### config.mk
export PLATFORM = sky130hd
export DESIGN_NAME = ihc_rewrite
export DESIGN_NICKNAME = d
export VERILOG_FILES = /design/src/rtl/ihc_pkg.sv /design/src/rtl/ihc_rewrite.sv
export SDC_FILE = /design/constraint.sdc
export NUM_CORES = 1
export LEC_CHECK = 0
export ABC_AREA = 1
export BUFFER_PORTS_ARGS = -buffer_cell sky130_fd_sc_hd__buf_2
export CORE_UTILIZATION = 55
export CTS_CLUSTER_DIAMETER = 100
export DETAILED_ROUTE_END_ITERATION = 6
export GPL_TIMING_DRIVEN = 0
export HOLD_SLACK_MARGIN = 0.06
export PLACE_DENSITY = 0.79
export SYNTH_ARGS = -nofsm -noshare
export SYNTH_HDL_FRONTEND = slang
export SYNTH_SLANG_ARGS = --single-unit
export TNS_END_PERCENT = 1
### constraint.sdc
create_clock -name clk -period 7.9 [get_ports clk]
set_input_delay 0.79 -clock clk [delete_from_list [all_inputs] [get_ports clk]]
set_output_delay 0.79 -clock clk [all_outputs]
set_load 0.01 [all_outputs]
### src/rtl/ihc_pkg.sv
package ihc_pkg;
  localparam int WORD_W = 32;
  localparam int KEY_W  = 144;
  localparam int LF_W   = 4;
  localparam int EXC_W  = 12;

  localparam logic [7:0] IH_FWDKEY = 8'h00;
  localparam logic [7:0] IH_LEN_NH = 8'd10;
  localparam logic [7:0] PROTO_TCP = 8'd6;

  // 16-bit one's-complement add with end-around carry
  function automatic logic [15:0] oc_add(input logic [15:0] a, input logic [15:0] b);
    logic [16:0] s;
    s = {1'b0, a} + {1'b0, b};
    return s[15:0] + {15'd0, s[16]};
  endfunction

  function automatic logic [15:0] word_fold(input logic [WORD_W-1:0] w);
    return oc_add(w[31:16], w[15:0]);
  endfunction

  // incremental checksum patch: ~(~hc + ~old + new)
  function automatic logic [15:0] cksum_patch(input logic [15:0] hc,
                                              input logic [15:0] m_old,
                                              input logic [15:0] m_new);
    return ~oc_add(oc_add(~hc, ~m_old), m_new);
  endfunction

  // rewrite of the TTL/protocol/checksum word
  function automatic logic [WORD_W-1:0] ttl_rewrite(input logic [WORD_W-1:0] w);
    logic [15:0] m_new;
    if (w[31:24] == 8'd0) return w;
    m_new = {w[31:24] - 8'd1, w[23:16]};
    return {m_new, cksum_patch(w[15:0], w[31:16], m_new)};
  endfunction
endpackage

### src/rtl/ihc_rewrite.sv
module ihc_rewrite import ihc_pkg::*; (
  input  logic              clk,
  input  logic              rst_n,
  input  logic              in_fire,
  input  logic              in_first,
  input  logic              in_last,
  input  logic              in_is_ttl,
  input  logic [WORD_W-1:0] in_word,
  output logic              out_valid,
  output logic              out_sop,
  output logic              out_eop,
  output logic [WORD_W-1:0] out_data
);
  logic [WORD_W-1:0] word_nx;
  assign word_nx = in_is_ttl ? ttl_rewrite(in_word) : in_word;

  always_ff @(posedge clk) begin
    if (!rst_n) begin
      out_valid <= 1'b0;
      out_sop   <= 1'b0;
      out_eop   <= 1'b0;
      out_data  <= '0;
    end else begin
      out_valid <= in_fire;
      out_sop   <= in_fire & in_first;
      out_eop   <= in_fire & in_last;
      if (in_fire) out_data <= word_nx;
    end
  end

  a_r3_ttl_dec: assert property (@(posedge clk) disable iff (!rst_n)
    (in_fire && in_is_ttl && in_word[31:24] != 8'd0) |=>
      (out_valid && out_data[31:24] == $past(in_word[31:24]) - 8'd1));

  a_r4_passthru: assert property (@(posedge clk) disable iff (!rst_n)
    (in_fire && !in_is_ttl) |=> (out_valid && out_data == $past(in_word)));
endmodule

# After elaboration in Yosys (flattened, before gate mapping)
# Cells that the tools add are included.
dict set report word_totals {
  in_bits 38
  regBits 35
  elab_cells 19
  out_inout_bits 35
}
dict set report op_classes {
  add_sub_neg 5
  reduce_logical 1
  bitwise 5
  mux 4
}
# operator count
set op_table {}
lappend op_table {{$mux 32} 3}
lappend op_table {{$not 16->16} 3}
lappend op_table {{$add 16x16->17} 2}
lappend op_table {{$add 16x1->16} 2}
lappend op_table {{$logic_not 8->1} 1}
lappend op_table {{$sub 8x1->8 const B} 1}
lappend op_table {{$and 1x1->1} 2}
lappend op_table {{$mux 1} 1}

# Longest topological paths before layout
dict set report depth {
  depth_word 8
  depth_mapped 46
}

# Least setup slack after synthesis
# OpenSTA, ideal clock, no wires.
dict set report synth_timing {
  path_type {in2reg}
  startpoint {in in_word[16]}
  endpoint {reg out_data[12]}
  arrival_ns 5.583
  stages 42
  path_buffers 0
  setup_ns 0.132
  path_slack_ns 2.184
  t_required_ns 7.768
  cell_sequence {inv_1 -> ha_1 -> inv_1 -> fa_1 -> nor3_1 -> o21ai_0 -> nand2_1 -> a21oi_1 -> o21bai_1 -> ha_1 -> nand2_1 -> nor2_1 -> nand2_1 -> nor2_2 -> and2_1 -> nand2_2 -> inv_2 -> nand3_2 -> (+6 left out) -> and2_1 -> nand2_1 -> nand2_1 -> a21oi_1 -> o21bai_1 -> ha_1 -> ha_1 -> inv_1 -> nor2_1 -> nand3_1 -> nor2_2 -> nand3b_1 -> nor2_2 -> nand2_1 -> nand2_1 -> nand3_1 -> nand2_1 -> a21oi_1}
}
dict set report synth_between {
  elab_chain_cells 8
}
# item line_no
set synth_rtl {}
lappend synth_rtl {{start, declared} ihc_rewrite.sv:8} ;# input logic [WORD_W-1:0] in_word,
lappend synth_rtl {{$not 16->16} ihc_pkg.sv:26} ;# return ~oc_add(oc_add(~hc, ~m_old), m_new);
lappend synth_rtl {{$add 16x16->17} ihc_pkg.sv:14} ;# s = {1'b0, a} + {1'b0, b};
lappend synth_rtl {{$add 16x1->16} ihc_pkg.sv:15} ;# return s[15:0] + {15'd0, s[16]};
lappend synth_rtl {{$add 16x16->17 (*)} ihc_pkg.sv:14}
lappend synth_rtl {{$add 16x1->16 (*)} ihc_pkg.sv:15}
lappend synth_rtl {{$not 16->16 (*)} ihc_pkg.sv:26}
lappend synth_rtl {{$mux 32 (*)} ihc_pkg.sv:33} ;# m_new = {w[31:24] - 8'd1, w[23:16]};
lappend synth_rtl {{$mux 32 (*)} ihc_rewrite.sv:15} ;# assign word_nx = in_is_ttl ? ttl_rewrite(in_word) : in_word;
lappend synth_rtl {{end signal, assigned} ihc_rewrite.sv:27} ;# if (in_fire) out_data <= word_nx;
lappend synth_rtl {{end, declared} ihc_rewrite.sv:12} ;# output logic [WORD_W-1:0] out_data
# Mark *: on every way between the ends. The rest lies on a longest branch, timed or not.
# A chain may end at the register's enable or synchronous reset.

# Final worst setup path
# Same ends and word-level chain as after synthesis.

==> results_dict.tcl <==
set metrics [dict create \
    synth.distinct_cells 32 \
    io_pins 73 \
    mostFrequentLayoutCells "sky130_fd_sc_hd__nand2_1 (183), sky130_fd_sc_hd__inv_1 (119), sky130_fd_sc_hd__a21oi_1 (74)" \
    die_w_um 87.7 \
    cts_max_level 2 \
    synthesis.area_sq_mm 0.00404 \
    worst_hold_startpoint "out_data[13]$_SDFFE_PN0P_" \
    outcome "finished, final reports clean" \
    path_common_cell "sky130_fd_sc_hd__nand2_1" \
    synthesis.instances 683 \
    synth.yosys.seq_area_share 0.173 \
    grt_antenna_before_repair 0 \
    fillCellCount 683 \
    die_height_um 87.7 \
    cell_at_the_root_of_the_clock_tree "sky130_fd_sc_hd__clkbuf_8" \
    p_leak_nw 2.61 \
    synth_fp_nets 763 \
    track_usage 0.295 \
    share_of_final_layout_standard_cells_stronger_than_drive_strength_1 0.130 \
    place.gp.congestion 0.957 \
    floorplan.die_area_sq_mm 0.00770 \
    drt_first_iter_violations 204 \
    tmin_final_ps 6890 \
    whs_ps 462 \
    worst_setup_path_startpoint "in_word[16]" \
    postSynthRegisterBits 35 \
    netlist.top_cell.by_area "sky130_fd_sc_hd__dfxtp_1" \
    dr.pass1.iters 5 \
    wire_per_inst_um 13.0 \
    crit_path_max_incr_delay_ps 430 \
    clock_path_buffers 2 \
    cts_resized 0 \
    layout.nets 841 \
    final-setup-viol-count 0 \
    required_ps 8070 \
    max_slew_margin 0.656 \
    worst-slew-pin-transition_ps 516 \
    synth.avg_cell_area_sq_um 5.92 \
    crit_arrival_ps 7060 \
    finalSetupTns_ps 0 \
    tritoncts_num_sinks 35 \
    floorplan.initialDensity 0.582 \
    yosys_warnings 0 \
    drcViolationCount 0 \
    setup_repair_after_global_routing_missed_its_margin "no" \
    min-delay-path-class "flip-flop to flip-flop" \
    clock_latency_ps 290 \
    area_growth_pct 14.7 \
    post_cts_hold_buffer_count 0 \
    ys_top_cells_by_area "sky130_fd_sc_hd__dfxtp_1 (17%), sky130_fd_sc_hd__nand2_1 (17%), sky130_fd_sc_hd__ha_1 (12%), sky130_fd_sc_hd__inv_1 (11%), sky130_fd_sc_hd__a21oi_1 (9.2%)" \
    worst_setup_path_end_kind "flip-flop" \
    drv_slew 0 \
    vias_in_the_first_global_route 3945 \
    routed_wirelength_um 11100 \
    layout_worst_path_cycle_share 0.872 \
    rows 30 \
    worstSetupStartpointType "input pin" \
    cp_class "input pin to flip-flop" \
    hold_violation_count_in_the_final_report 0 \
    critical_path_peak_fanout 6 \
    dp_hpwl_um 9490 \
    slowest_stage "sky130_fd_sc_hd__fa_1" \
    synth_top_area_share 0.173 \
    antennaDiodeCount 0 \
    place.port_buffers 71 \
    cts_made_buffers 5 \
    core_region_area_sq_mm 0.00694 \
    post_cts.repair.setup_buffers 0 \
    overflow 0 \
    vias_per_cell 5.26 \
    commonest_non_fill_non_tap_cell_in_the_layout "sky130_fd_sc_hd__nand2_1" \
    max-cap-violations 0 \
    drtAntennaViolNets 0 \
    fin_skew_ps 0 \
    p_per_area_mw_per_mm2 189 \
    tritoncts "done" \
    grt_pass1_wl_um 17600 \
    num_vias 4515 \
    vdd_ir_drop_max_mv 0.106 \
    largest_net_degree_at_the_start_of_global_routing 12 \
    achievable-frequency_mhz 145 \
    clk_pin_slew_ps 70 \
    r2r_start "out_data[27]$_SDFFE_PN0P_" \
]
## kinds of logic (layout without fill, tap and decap cells)
kind of cell    Yosys count  count (layout)  synth area share
flops                    35              35             0.173
xor+xnor                 32              32            0.0768
fa+ha+maj                42              42             0.134
compound gates          127             127             0.166
simple gates            309             309             0.322
buf+inv                 138             217             0.128
## metrics by stage
step / total power [W] / setup WS (ps) / utilization / cells / cell area (sq um)
floorplan: 0.000575 / 2180 / - / 683 / 4040
global placement: 0.000688 / 900 / 0.651 / 850 / 4520
detailed placement: 0.000701 / 728 / 0.651 / 850 / 4520
CTS: 0.000874 / 1040 / 0.668 / 858 / 4640
global route: 0.000954 / 373 / 0.668 / 858 / 4640
finish: 0.000876 / 1010 / 0.668 / 858 / 4640
## synthesized netlist by cell type (all sizes together)
master,instances
a21oi,74
a31oi,1
and2,3
buf,1
clkbuf,13
clkinv,1
dfxtp,35
fa,2
ha,40
inv,123
nand2,185
nand3,48
nand3b,4
nand4,6
nor2,56
nor3,4
nor4,1
o211ai,9
o21ai,39
o21bai,3
o31ai,1
or2,2
xnor2,9
xor2,23
## sequential cells by signal, summed over array words and instances, names as in the netlist
name       cells
out_data      32
out_valid      1
out_sop        1
out_eop        1
## worst max-delay path, delay by kind of cell
family	cells	cell delay [ps]
simple gates	24	3090
fa+ha+maj	6	1610
compound gates	6	950
buf+inv	6	460
xor+xnor	1	150
## report_power, final
group / internal, W / leakage [nW] / total [W] / switching (W)
sequential: 0.000193 / 0.290 / 0.000200 / 0.00000744
clock: 0.000102 / 0.0612 / 0.000172 / 0.0000698
combinational: 0.000177 / 2.26 / 0.000504 / 0.000328
total: 0.000472 / 2.61 / 0.000876 / 0.000405
## final timing paths
path	to	slack, ps	cells past startpoint
worst min-delay path	out_data[13]$_SDFFE_PN0P_	460	2
worst max register to register	out_data[27]$_SDFFE_PN0P_	7190	2
worst max-delay path	out_data[12]$_SDFFE_PN0P_	1010	43
worst min register to register	out_data[13]$_SDFFE_PN0P_	460	2
## layout make-up
type / instances / area (sq um) / share of cell area
Clock inverter: 2 / 35.0 / 0.00756
Sequential cell: 35 / 701 / 0.151
Buffer: 14 / 53.8 / 0.0116
Clock buffer: 6 / 82.6 / 0.0178
Timing Repair Buffer: 71 / 355 / 0.0767
Tap cell: 96 / 120 / 0.0259
Multi-Input combinational cell: 510 / 2820 / 0.609
Inverter: 124 / 465 / 0.100
## per-layer routing
metal  share of wire  track usage  vias to the layer above
met1            0.45        0.380                     2030
met4           0.019       0.0760                        0
met3           0.060       0.0386                       15
met5               0            0                        -
met2            0.47        0.519                      143
li1                -            -                     2327
(Power assumes the default switching activity.)
